===== src/rtl/smm_stopclk_seq.sv =====
module smm_stopclk_seq (
  input  logic       clk,
  input  logic       rst_n,
  input  logic       stop_req,
  input  logic       smi_req,
  input  logic       smi_io,
  input  logic       dbg_req,
  input  logic       halt_stb,
  input  logic       rsm_stb,
  input  logic       io_restart,
  output logic [1:0] state_o,
  output logic       stop_ack,
  output logic       smm_enter,
  output logic       dbg_frame,
  output logic       dr_save,
  output logic       dr_restore
);

  localparam logic [1:0] S_RUN  = 2'd0;
  localparam logic [1:0] S_HALT = 2'd1;
  localparam logic [1:0] S_STOP = 2'd2;
  localparam logic [1:0] S_SMM  = 2'd3;

  logic [1:0] st;
  logic       ret_halt;
  logic       dbg_pend;
  logic       smi_pend;
  logic       pend_io;

  wire smi_now = smi_req | smi_pend;
  wire io_now  = smi_req ? smi_io : pend_io;
  wire deliver = (st == S_RUN) && dbg_pend;

  assign state_o = st;

  always_ff @(posedge clk) begin
    if (!rst_n) begin
      st         <= S_RUN;
      ret_halt   <= 1'b0;
      dbg_pend   <= 1'b0;
      smi_pend   <= 1'b0;
      pend_io    <= 1'b0;
      stop_ack   <= 1'b0;
      smm_enter  <= 1'b0;
      dbg_frame  <= 1'b0;
      dr_save    <= 1'b0;
      dr_restore <= 1'b0;
    end else begin
      stop_ack   <= 1'b0;
      smm_enter  <= 1'b0;
      dbg_frame  <= 1'b0;
      dr_save    <= 1'b0;
      dr_restore <= 1'b0;
      case (st)
        S_RUN, S_HALT: begin
          if (smi_now && !deliver) begin
            if (dbg_req && !io_now) begin
              dbg_frame <= 1'b1;
              smi_pend  <= 1'b1;
              pend_io   <= 1'b0;
            end else begin
              st        <= S_SMM;
              smm_enter <= 1'b1;
              dr_save   <= 1'b1;
              smi_pend  <= 1'b0;
              if (dbg_req) dbg_pend <= 1'b1;
            end
          end else begin
            if (deliver) begin
              dbg_frame <= 1'b1;
              dbg_pend  <= 1'b0;
              if (smi_req) begin
                smi_pend <= 1'b1;
                pend_io  <= smi_io;
              end
            end
            if (stop_req) begin
              st       <= S_STOP;
              ret_halt <= (st == S_HALT);
              stop_ack <= 1'b1;
            end else if (dbg_req) begin
              dbg_frame <= 1'b1;
            end else if (halt_stb && st == S_RUN) begin
              st <= S_HALT;
            end
          end
        end
        S_STOP: begin
          if (smi_req) begin
            smi_pend <= 1'b1;
            pend_io  <= smi_io;
          end
          if (!stop_req) st <= ret_halt ? S_HALT : S_RUN;
        end
        default: begin
          if (rsm_stb) begin
            st         <= S_RUN;
            dr_restore <= 1'b1;
            if (io_restart) dbg_pend <= 1'b0;
          end
        end
      endcase
    end
  end

  p_ack_single_r2: assert property (@(posedge clk) disable iff (!rst_n)
    stop_ack |=> !stop_ack);
  p_ack_on_entry_r2: assert property (@(posedge clk) disable iff (!rst_n)
    stop_ack |-> (st == S_STOP) && ($past(st) != S_STOP));
  p_halt_honours_stop_r3: assert property (@(posedge clk) disable iff (!rst_n)
    (st == S_HALT && stop_req && !smi_now) |=> st == S_STOP);
  p_entry_saves_r5: assert property (@(posedge clk) disable iff (!rst_n)
    smm_enter |-> dr_save && (st == S_SMM) && ($past(st) != S_SMM));
  p_restore_on_exit_r6: assert property (@(posedge clk) disable iff (!rst_n)
    dr_restore |-> (st == S_RUN) && ($past(st) == S_SMM));
  p_no_frame_in_smm_r7: assert property (@(posedge clk) disable iff (!rst_n)
    dbg_frame |-> st != S_SMM);
  p_cancel_clears_r8: assert property (@(posedge clk) disable iff (!rst_n)
    (st == S_SMM && rsm_stb && io_restart) |=> !dbg_pend);
  p_smi_waits_in_stop_r11: assert property (@(posedge clk) disable iff (!rst_n)
    (st == S_STOP && stop_req) |=> st == S_STOP);

endmodule


===== config.mk =====
export PLATFORM = sky130hd
export DESIGN_NAME = smm_stopclk_seq
export DESIGN_NICKNAME = d
export VERILOG_FILES = /design/src/rtl/smm_stopclk_seq.sv
export SDC_FILE = /design/constraint.sdc
export NUM_CORES = 1
export LEC_CHECK = 0
export BUFFER_PORTS_ARGS = -buffer_cell sky130_fd_sc_hd__buf_2
export CORE_AREA = 2 2 39 41
export CTS_CLUSTER_DIAMETER = 50
export DETAILED_ROUTE_END_ITERATION = 10
export DIE_AREA = 0 0 41 43
export GPL_TIMING_DRIVEN = 0
export HOLD_SLACK_MARGIN = 0.03
export SETUP_SLACK_MARGIN = 0.1
export SYNTH_ARGS = -nofsm -noshare
export SYNTH_HDL_FRONTEND = slang
export SYNTH_SLANG_ARGS = --single-unit

===== constraint.sdc =====
create_clock -name clk -period 1.6 [get_ports clk]
set_clock_uncertainty 0.2 [all_clocks]
set_input_delay 0.16 -clock clk [delete_from_list [all_inputs] [get_ports clk]]
set_output_delay 0.16 -clock clk [all_outputs]
set_load 0.1 [all_outputs]

# Yosys cells after proc, flatten, opt, wreduce, memory -nomap -nowiden
# Index checks and enable logic that the tools add are counted.
# totals
regBits	10
inputBits	9
output_inout_bits	7
elab_cells	77
# classes
eq_ne	9
muxes	33
n_bitwise	5
reduce_logical	21
# op_table
operator	count
two-way mux 1 bit	22
two-way mux 2 bit	7
inequality test 3 bit (second input constant)	4
AND reduction 3 bit	3
inequality test 4 bit (second input constant)	2
one-hot mux 1 bit (2 select lines)	3
AND reduction 6 bit	1
nonzero test 2 bit	3
AND reduction 5 bit	1
logical AND 1 bit	4
NOT 1 bit	4
one-hot mux 2 bit (2 select lines)	1
AND reduction 2 bit	2
OR reduction 4 bit	1
nonzero test 3 bit	1
OR reduction 3 bit	1
equality test 2 x 1 -> 1 bit (second input constant)	1
equality test 2 bit (second input constant)	1
zero test 1 bit	2
zero test 2 bit	1
inequality test 2 bit (second input constant)	1
OR reduction 2 bit	1
OR 1 bit	1

# Longest topological paths before layout
# Gate-level depths: netlist of the first run.
# depth
depth_word	7
depth_mapped	5
mapped_depth_nobuf	4

# Worst setup path before layout of the first run
# OpenSTA, ideal clock, no wires.
# synth_timing
kind	reg-to-reg
startpoint	reg st[0] (netlist: state_o[0])
endpoint	reg st[1] (netlist: state_o[1])
setup_time_ns	0.120
arrival_ns	1.806
t_required_ns	1.280
path_slack_ns	-0.526
stages_incl_launch_ff	6
path_buffers	1
period_less_slack_ns	2.126
cell_sequence	dfxtp_1 > buf_4 > inv_2 > a21oi_2 > nor3b_2 > o31a_1
# synth_between
elab_chain_cells	6
elab_cells_between_ends	16
cone_classes	eq/ne: 6; mux: 2; reduce/logical: 8
# synth_rtl
element	line	text
start: declaration	24	logic [1:0] st;
start signal: assignment	93	if (!stop_req) st <= ret_halt ? S_HALT : S_RUN;
zero test 2 bit	32, 54, 83	
logical AND 1 bit	32	wire deliver = (st == S_RUN) && dbg_pend;
zero test 1 bit	56	if (smi_now && !deliver) begin
logical AND 1 bit	56	
inequality test 4 bit (no source line), or another cell as far along	--	
AND reduction 5 bit (no source line) / one-hot mux 2 bit (2 select lines) (equally long branches)	--	
# Several ways; a longest one is shown, not always the timed one.
# A chain may end at the register's enable or synchronous reset.

==> results.sh, run 1 <==
export IMPL_outcome="finished, final reports clean"
export IMPL_worstSkewPairLatency_ps=260
export IMPL_synth_top_area_cell="dfxtp_1"
export IMPL_preCtsSetupSlack_ps=160
export IMPL_ios=16
export IMPL_critPathTopFamily="buffers and inverters"
export IMPL_tightest_slew_ps=486
export IMPL_portBuffers=15
export IMPL_holdWs_ps=55.2
export IMPL_vias_per_cell=5.19
export IMPL_worstHoldStart="smi_io"
export IMPL_power_per_cell_area_nw_per_um2=1080
export IMPL_syn_inst=56
export IMPL_period_needed_ps=1430
export IMPL_clock_root_buffer="clkbuf_4"
export IMPL_post_synth_top_area_fraction_pct=39.6
export IMPL_post_route_cells_drive_above_1_share_pct=38.5
export IMPL_post_route_period_util_pct=89.5
export IMPL_synthArstFlopShare_pct=0
export IMPL_grt_overflow=0
export IMPL_fin_util_pct=48.9
export IMPL_p_leak_nw=0.302
export IMPL_vias=488
export IMPL_grt_use_met3_pct=3.14
export IMPL_setup_violations=0
export IMPL_antenna_found_initial=0
export IMPL_crit_type="reg -> out"
export IMPL_grt_pass1_vias=424
export IMPL_r2r_slack_ps=170
export IMPL_path_cells="buf_4, buf_2"
export IMPL_route_detailed_drc=0
export IMPL_nFillCells=147
export IMPL_synth_area_leaders="dfxtp_1 40%, mux2i_1 7.9%, nand2_1 3.7%"
export IMPL_synth_area_per_cell_um2=9.03
export IMPL_netlist_area_um2=505
export IMPL_clk_path_buf_depth=2
export IMPL_grtUsageMet1_pct=17.4
export IMPL_cts_tree="done"
export IMPL_yosys_register_bits=10
export IMPL_dr_pass1_iters=4
export IMPL_arrival_ps=1070
export IMPL_htree_levels=1
export IMPL_max_freq_ghz=0.698
export IMPL_areaGrowthSynthToFinish_pct=33.9
export IMPL_critPathMaxStageDelay_ps=410
export IMPL_grt_max_degree=11
export IMPL_synth_nets=65
export IMPL_path_clk_slew_ps=60
export IMPL_final_setup_worst_slack_ps=167
export IMPL_r2r_cells=3
export IMPL_cp_start_kind="flop"
export IMPL_synth_edf_count=0
export IMPL_ys_flop_type="dfxtp_1"
export IMPL_relSlewSlack_pct=67.9
export IMPL_power_frac_seq_pct=39.4
export IMPL_die_h_um=43
export IMPL_worstReg2RegStart="dbg_pend"
export IMPL_grt_use_met2_pct=21.9
export IMPL_slew_violations=0
export IMPL_fp_dieW_um=41
export IMPL_clkPwrFrac_pct=23.3
export IMPL_route_detailed_wl_per_inst_um=11.8
export IMPL_hold_class="in -> reg"
export IMPL_final_cell_mix="16 x buf_2, 6 x dfxtp_1, 5 x nand2_1, 5 x nor2_1"
export IMPL_report_final_hold_viol_count=0
export IMPL_p_int_uw=439
export IMPL_cap_violations=0
export IMPL_ys_seq_area_share_pct=39.6
export IMPL_antennaDiodeCount=0
export IMPL_die_area_um2=1760
export IMPL_synth_cell_types=28
export IMPL_ir_worst_vdd_v=0.000423
export IMPL_drtIter0Drc=6
export IMPL_end_kind="primary output"
export IMPL_rsz0062_at_grt="no"
export IMPL_crit_fanout=2
export IMPL_grt_use_total_pct=14.6
export IMPL_p_comb_share_pct=37.3
export IMPL_numCtsBuffers=3
export IMPL_top_usage_layer="met2"
export IMPL_cp_data_required_time_ps=1240
export IMPL_num_rows=14
export IMPL_core_area_um2=1380
export IMPL_grt_first_pass_wirelength_um=1700
export IMPL_detail_route_wirelength_um=1110
export IMPL_yosysWarnings=0
export IMPL_power_total_uw=729
export IMPL_power_switching_uw=290
export IMPL_swShare_pct=39.8
export IMPL_r2r_end="state_o[0]"
export IMPL_setup_tns_final_ps=0
export IMPL_routabilityCongestion=0.758
export IMPL_holdPathStages=3
export IMPL_crit_buf_inv=2
export IMPL_initial_core_util_pct=36.5
export IMPL_final_antenna_net_count=0
export IMPL_final_common_cell="buf_2"
export IMPL_whs_endpoint="dbg_frame"
export IMPL_nets=89
export IMPL_slowest_stage="buf_2"
export IMPL_cts_sinks=10
-- per-stage QoR --
step | instances | cell area [µm²]
2_1_floorplan | 56 | 518
3_3_place_gp | 87 | 613
3_5_place_dp | 87 | 613
4_1_cts | 94 | 676
5_1_grt | 94 | 677
6_report | 94 | 677
-- logic make-up after synthesis --
| group | Yosys count | synth area share [%] |
|---|---|---|
| flip-flops | 10 | 39.6 |
| AO/OA/AOI/OAI | 13 | 19.3 |
| buffers and inverters | 5 | 5.44 |
| multiplexers | 4 | 7.92 |
| AND/OR/NAND/NOR | 24 | 27.7 |
-- worst reg2reg max path, stage by stage, from the launching register on --
cell and delay (ps):
dfxtp_1 370, or4_1 540, o22ai_1 140, nor3_1 60
-- registers in the layout, summed over array words and instances (netlist names) --
signal      count
dbg_frame       1
ret_halt        1
stop_ack        1
dbg_pend        1
state_o         2
smi_pend        1
dr_save         1
pend_io         1
dr_restore      1
-- Yosys cell counts, types with 2 or more instances --
| master | instances |
|---|---|
| and2_1 | 2 |
| buf_4 | 2 |
| nor2_1 | 5 |
| dfxtp_1 | 10 |
| nand3b_1 | 2 |
| a21oi_1 | 2 |
| nand2_1 | 5 |
| nor3_1 | 3 |
| mux2i_1 | 4 |
| o21ai_0 | 3 |
-- power groups by stage --
stage	sequential [mW]	combinational [mW]	clock, mW
final	0.287	0.272	0.170
after global routing	0.291	0.288	0.183
after CTS	0.287	0.271	0.174
after detailed placement	0.292	0.264	0
after global placement	0.292	0.262	0
after floorplan	0.390	0.116	0
-- layout make-up --
type                            instances  area, µm²  area share (%)
Sequential cell                        10        210            31.1
Inverter                                2       7.51            1.11
Timing Repair Buffer                   19        115            17.0
Tap cell                               16       20.0            2.96
Multi-Input combinational cell         41        278            41.0
Buffer                                  3       23.8            3.51
Clock buffer                            3       22.5            3.33
-- per-layer routing --
layer  part of all wire (%)  vias to the layer above
met3                    3.5                        5
met4                    3.0                        0
met2                     47                       13
met1                     46                      218
li1                       -                      252
met5                      0                        -
-- worst max-delay path by stage --
stage	from	endpoint	slack, ps	depth (start not counted)
after global placement	smi_req	state_o[1]	150	5
after floorplan	state_o[0]	state_o[1]	10	5
after detailed placement	smi_pend	state_o[0]	160	4
after CTS	smi_pend	state_o[0]	150	4
final	dr_save	smm_enter	170	2
after global routing	dbg_req	state_o[1]	110	5
-- timing repair --
item	CTS	global route
hold buffers	4	0
resized for setup	0	1
setup endpoints to repair	0	1
buffers inserted	0	0
hold endpoints to repair	8	0
No activity file was read; power rests on OpenSTA's default activity.
==> run 2: changes to the inputs <==
==> constraint.sdc (replaced) <==
create_clock -name clk -period 1.6 [get_ports clk]
set_clock_uncertainty 0.2 [all_clocks]
set_input_delay 0.08 -clock clk [delete_from_list [all_inputs] [get_ports clk]]
set_output_delay 0.08 -clock clk [all_outputs]
set_load 0.1 [all_outputs]
==> run 2 against run 1 <==
Global-route usage is 1.3 points higher. Non-clock buffer count is 3 higher. Largest cell class unchanged. Sequential share of layout area is 1.2 points lower. Wire length is 6.5% higher. Via count is 4.1% higher. Power is 0.84% higher. Core utilization is 2.3 points higher.
==> results.sh, run 2 (same netlist as run 1, synthesis figures left out) <==
export IMPL_nets=92
export IMPL_routabilityCongestion=0.758
export IMPL_grt_use_total_pct=15.9
export IMPL_path_clk_slew_ps=60
export IMPL_initial_core_util_pct=36.5
export IMPL_numCtsBuffers=3
export IMPL_arrival_ps=1390
export IMPL_ios=16
export IMPL_final_antenna_net_count=0
export IMPL_ir_worst_vdd_v=0.000427
export IMPL_grt_pass1_vias=440
export IMPL_rsz0062_at_grt="no"
export IMPL_final_cell_mix="16 x buf_2, 7 x dlygate4sd3_1, 5 x nand2_1, 5 x nor2_1, 5 x dfxtp_1"
export IMPL_portBuffers=15
export IMPL_die_h_um=43
export IMPL_worstReg2RegStart="dbg_pend"
export IMPL_antenna_found_initial=0
export IMPL_critPathLaunch="dbg_pend"
export IMPL_p_leak_nw=0.315
export IMPL_antennaDiodeCount=0
export IMPL_period_needed_ps=1440
export IMPL_cp_start_kind="flop"
export IMPL_post_route_period_util_pct=90.3
export IMPL_vias=508
export IMPL_dr_pass1_iters=4
export IMPL_grt_overflow=0
export IMPL_holdPathStages=4
export IMPL_grt_first_pass_wirelength_um=1830
export IMPL_num_rows=14
export IMPL_tightest_slew_ps=486
export IMPL_crit_fanout=6
export IMPL_final_common_cell="buf_2"
export IMPL_fp_dieW_um=41
export IMPL_nFillCells=144
export IMPL_end_kind="flop"
export IMPL_outcome="finished, final reports clean"
export IMPL_largest_reg_flops=2
export IMPL_power_per_cell_area_nw_per_um2=1040
export IMPL_grt_max_degree=11
export IMPL_vias_per_cell=5.24
export IMPL_r2r_end="state_o[0]"
export IMPL_crit_type="reg -> reg"
export IMPL_slew_violations=0
export IMPL_areaGrowthSynthToFinish_pct=40.1
export IMPL_max_freq_ghz=0.692
export IMPL_report_final_hold_viol_count=0
export IMPL_hold_class="in -> reg"
export IMPL_htree_levels=1
export IMPL_cts_sinks=10
export IMPL_r2r_slack_ps=160
export IMPL_relSlewSlack_pct=67.9
export IMPL_cap_violations=0
export IMPL_cp_data_required_time_ps=1540
export IMPL_detail_route_wirelength_um=1180
export IMPL_worstSkewPairLatency_ps=260
export IMPL_setup_tns_final_ps=0
export IMPL_crit_end="state_o[0]"
export IMPL_drtIter0Drc=15
export IMPL_die_area_um2=1760
export IMPL_fin_util_pct=51.2
export IMPL_r2r_cells=3
export IMPL_route_detailed_wl_per_inst_um=12.2
export IMPL_route_detailed_drc=0
export IMPL_setup_violations=0
export IMPL_clk_path_buf_depth=2
export IMPL_post_route_cells_drive_above_1_share_pct=38.3
export IMPL_cts_tree="done"
export IMPL_core_area_um2=1380
export IMPL_post_cts_setup_buffers=0
export IMPL_clock_root_buffer="clkbuf_4"
run 2: changes by cell type in the layout (fill, tap and decap cells not counted):
cell	before	now
dlygate4sd3_1	4	7
dfxtp_2	2	3
dfxtp_1	6	5
run 2: worst min-delay path by stage:
stage | end | start | slack, ps
finish | pend_io | smi_req | 80
global placement | dr_restore | rsm_stb | 160
detailed placement | dr_restore | rsm_stb | 160
floorplan | state_o[1] | rst_n | -2
global route | state_o[0] | halt_stb | 90
CTS | pend_io | smi_req | 60
run 2: critical path, cell delays in order (launching register included):
cell     delay, ps
dfxtp_1        370
or4_1          540
o22ai_1        150
nor3_1          60
run 2: report_power, final:
group / switching [mW] / internal [mW] / total [mW]
logic: 0.195 / 0.0840 / 0.279
registers: 0.0157 / 0.273 / 0.289
clock network: 0.0807 / 0.0866 / 0.167
total: 0.291 / 0.443 / 0.735
run 2: repair_timing:
item / 4_1_cts / 5_1_grt
hold buffers: 7 / 0
resized for setup: 0 / 2
hold endpoints to repair: 10 / 0
setup endpoints to repair: 0 / 2
run 2: routing by layer:
| layer | global-route usage (%) | part of all wire [%] |
|---|---|---|
| met5 | 0 | 0 |
| met4 | 10.0 | 2.5 |
| met3 | 3.14 | 4.9 |
| met2 | 24.4 | 48 |
| met1 | 19.0 | 45 |
run 2: cell type report:
| class | instances | area [µm²] | share of cell area, % |
|---|---|---|---|
| plain buffers | 3 | 23.8 | 3.36 |
| flip-flops and latches | 10 | 211 | 29.9 |
| inverters | 2 | 7.51 | 1.06 |
| clock buffers | 3 | 22.5 | 3.18 |
| well taps | 16 | 20.0 | 2.83 |
| multi-input cells | 41 | 278 | 39.2 |
| repair buffers | 22 | 145 | 20.5 |
run 2: metrics by stage:
step / instances / cell area, µm² / hold slack (ps) / setup slack [ps] / total power [mW]
6_report: 97 / 708 / 77.2 / 155 / 0.735
5_1_grt: 97 / 708 / 91.5 / 105 / 0.770
4_1_cts: 97 / 706 / 62.6 / 146 / 0.737
3_3_place_gp: 87 / 613 / 160 / 172 / 0.554
2_1_floorplan: 56 / 518 / -2.21 / 12.3 / 0.505
3_5_place_dp: 87 / 613 / 156 / 160 / 0.556
==> run 3: changes to the inputs <==
--- a/config.mk
+++ b/config.mk
@@ -5,11 +5,12 @@
 export SDC_FILE = /design/constraint.sdc
 export NUM_CORES = 1
 export LEC_CHECK = 0
+export ABC_AREA = 1
 export BUFFER_PORTS_ARGS = -buffer_cell sky130_fd_sc_hd__buf_2
-export CORE_AREA = 2 2 39 41
+export CORE_MARGIN = 2
+export CORE_UTILIZATION = 35
 export CTS_CLUSTER_DIAMETER = 50
 export DETAILED_ROUTE_END_ITERATION = 10
-export DIE_AREA = 0 0 41 43
 export GPL_TIMING_DRIVEN = 0
 export HOLD_SLACK_MARGIN = 0.03
 export SETUP_SLACK_MARGIN = 0.1
==> run 3 against run 2 <==
Worst setup slack improved by 28 ps. Area after synthesis increased by 16%. Sequential share of layout area decreased by 3.4 points. Highest routed layer unchanged. Core utilization increased by 0.12 points. Wire length increased by 10%. First-iteration DRC count decreased by 40%. Critical path type is now in -> reg. Critical path depth increased by 5. Hold slack got worse by 19 ps. Maximum frequency increased by 1.9%.
==> results.sh, run 3 <==
export IMPL_crit_fanout=3
export IMPL_worstSkewPairLatency_ps=270
export IMPL_holdWs_ps=58.7
export IMPL_fin_util_pct=51.3
export IMPL_arrival_ps=1390
export IMPL_clock_root_buffer="clkbuf_4"
export IMPL_synth_nets=97
export IMPL_critPathMaxStageDelay_ps=560
export IMPL_crit_top_cell="nand2_1"
export IMPL_drtIter0Drc=9
export IMPL_r2r_slack_ps=200
export IMPL_final_cell_mix="19 x nand2_1, 15 x buf_2, 11 x nor2_1"
export IMPL_grt_first_pass_wirelength_um=2160
export IMPL_clk_path_buf_depth=2
export IMPL_areaGrowthSynthToFinish_pct=34.5
export IMPL_swShare_pct=50.2
export IMPL_hold_class="in -> reg"
export IMPL_routabilityCongestion=0.856
export IMPL_syn_inst=88
export IMPL_dp_hpwl_um=984
export IMPL_synth_top_area_cell="dfxtp_1"
export IMPL_htree_levels=1
export IMPL_ys_flop_type="dfxtp_1"
export IMPL_report_final_hold_viol_count=0
export IMPL_num_rows=14
export IMPL_post_route_cells_drive_above_1_share_pct=31.0
export IMPL_vias=634
export IMPL_relSlewSlack_pct=68.0
export IMPL_setup_violations=0
export IMPL_yosys_top_cells_count="19 x nand2_1, 13 x nor2_1, 10 x dfxtp_1"
export IMPL_end_kind="flop"
export IMPL_synth_area_leaders="dfxtp_1 34%, nand2_1 12%, nor2_1 8.3%"
export IMPL_grt_max_degree=10
export IMPL_worstReg2RegStart="state_o[1]"
export IMPL_ys_seq_area_share_pct=34.0
export IMPL_core_area_um2=1540
export IMPL_ir_worst_vdd_v=0.000664
export IMPL_grt_overflow=0
export IMPL_power_per_cell_area_nw_per_um2=1410
export IMPL_yosysWarnings=0
export IMPL_synth_area_per_cell_um2=6.68
export IMPL_vias_per_cell=4.91
export IMPL_yosys_register_bits=10
export IMPL_die_h_um=45.0
export IMPL_largest_reg_flops=2
export IMPL_antennaDiodeCount=0
export IMPL_path_clk_slew_ps=70
export IMPL_crit_type="in -> reg"
export IMPL_slew_violations=0
export IMPL_cp_data_required_time_ps=1570
export IMPL_detail_route_wirelength_um=1300
export IMPL_synth_edf_count=0
export IMPL_cp_start_kind="primary input"
export IMPL_cts_tree="done"
export IMPL_clkPwrFrac_pct=16.8
export IMPL_crit_buf_inv=2
export IMPL_fp_dieW_um=45.0
export IMPL_die_area_um2=2020
export IMPL_portBuffers=15
export IMPL_period_needed_ps=1420
export IMPL_route_detailed_wl_per_inst_um=10.1
export IMPL_synth_most_common_cell="nand2_1"
export IMPL_antenna_found_initial=0
export IMPL_worstHoldStart="io_restart"
export IMPL_netlist_area_um2=588
export IMPL_synth_cell_types=17
export IMPL_p_leak_nw=0.393
export IMPL_setup_tns_final_ps=0
export IMPL_post_synth_top_area_fraction_pct=34.0
export IMPL_grt_use_total_pct=14.8
export IMPL_post_cts_setup_buffers=0
export IMPL_final_antenna_net_count=0
export IMPL_critPathLaunch="smi_req"
export IMPL_rsz0062_at_grt="no"
export IMPL_path_cells="buf_2, dlygate4sd3_1, nor2_1, nand2_1, nand2_1, nand2_1, a21oi_1, nor2_1"
export IMPL_p_int_uw=555
export IMPL_nets=123
export IMPL_final_common_cell="nand2_1"
export IMPL_slowest_stage="dlygate4sd3_1"
export IMPL_ios=16
export IMPL_power_switching_uw=559
export IMPL_initial_core_util_pct=38.1
export IMPL_grt_pass1_vias=519
export IMPL_critPathTopFamily="buffers and inverters"
export IMPL_post_route_period_util_pct=88.6
export IMPL_p_comb_share_pct=52.3
export IMPL_dr_pass1_iters=6
export IMPL_outcome="finished, final reports clean"
export IMPL_cap_violations=0
export IMPL_numCtsBuffers=3
export IMPL_route_detailed_drc=0
export IMPL_cts_sinks=10
export IMPL_synthArstFlopShare_pct=0
export IMPL_power_frac_seq_pct=30.9
export IMPL_max_freq_ghz=0.706
export IMPL_tightest_slew_ps=484
## run 3: area by class of cell
cell class / instances / area [µm²]
fillers: 170 / 751
flip-flops and latches: 10 / 209
repair buffers: 21 / 135
multi-input cells: 65 / 328
clock inverters: 1 / 3.75
clock buffers: 3 / 22.5
plain buffers: 2 / 18.8
well taps: 16 / 20.0
inverters: 11 / 53.8
## run 3: worst register-to-register path, stage by stage (launching register included)
cell and delay [ps]:
dfxtp_4 350, buf_6 140, clkinv_8 80, nor2_2 110
nand2_1 50, o21ai_0 90, nor2_2 90, a21oi_1 130
nor2_1 60
## run 3: timing repair
item / CTS / global route
hold endpoints to repair: 10 / 0
gates resized for setup: 0 / 2
endpoints found under the setup margin: 0 / 1
hold buffers: 6 / 0
## run 3: per-stage QoR
stage	setup WS [ps]	instance area, µm²	std cells	total power [mW]
floorplan	68.0	599	88	0.816
global placement	198	694	119	0.903
detailed placement	190	694	119	0.908
CTS	178	781	129	1.11
global route	109	791	129	1.18
finish	183	791	129	1.11
## run 3: path summary, 6_finish.rpt
| check | end | cells past startpoint |
|---|---|---|
| min reg2reg | ret_halt | 2 |
| max | pend_io | 8 |
| min | dbg_pend | 6 |
| max reg2reg | state_o[0] | 8 |
## run 3: cell families after synthesis
group | share of synthesized area, %
compound gates | 13.0
flops | 34.0
simple gates | 40.6
buf+inv | 12.3
## run 3: layer usage
metal	routed length [µm]	part of all wire, %	global-route usage [%]
met1	614	47	18.4
met2	592	45	23.7
met3	70	5.4	3.60
met4	25	1.9	7.06
met5	0	0	0
## run 3: power by group through the flow
stage | logic [mW] | clock network (mW) | registers (mW)
after CTS | 0.573 | 0.191 | 0.342
final | 0.582 | 0.187 | 0.344
after detailed placement | 0.560 | 0 | 0.348
after floorplan | 0.301 | 0 | 0.516
after global placement | 0.557 | 0 | 0.346
after global routing | 0.631 | 0.201 | 0.350
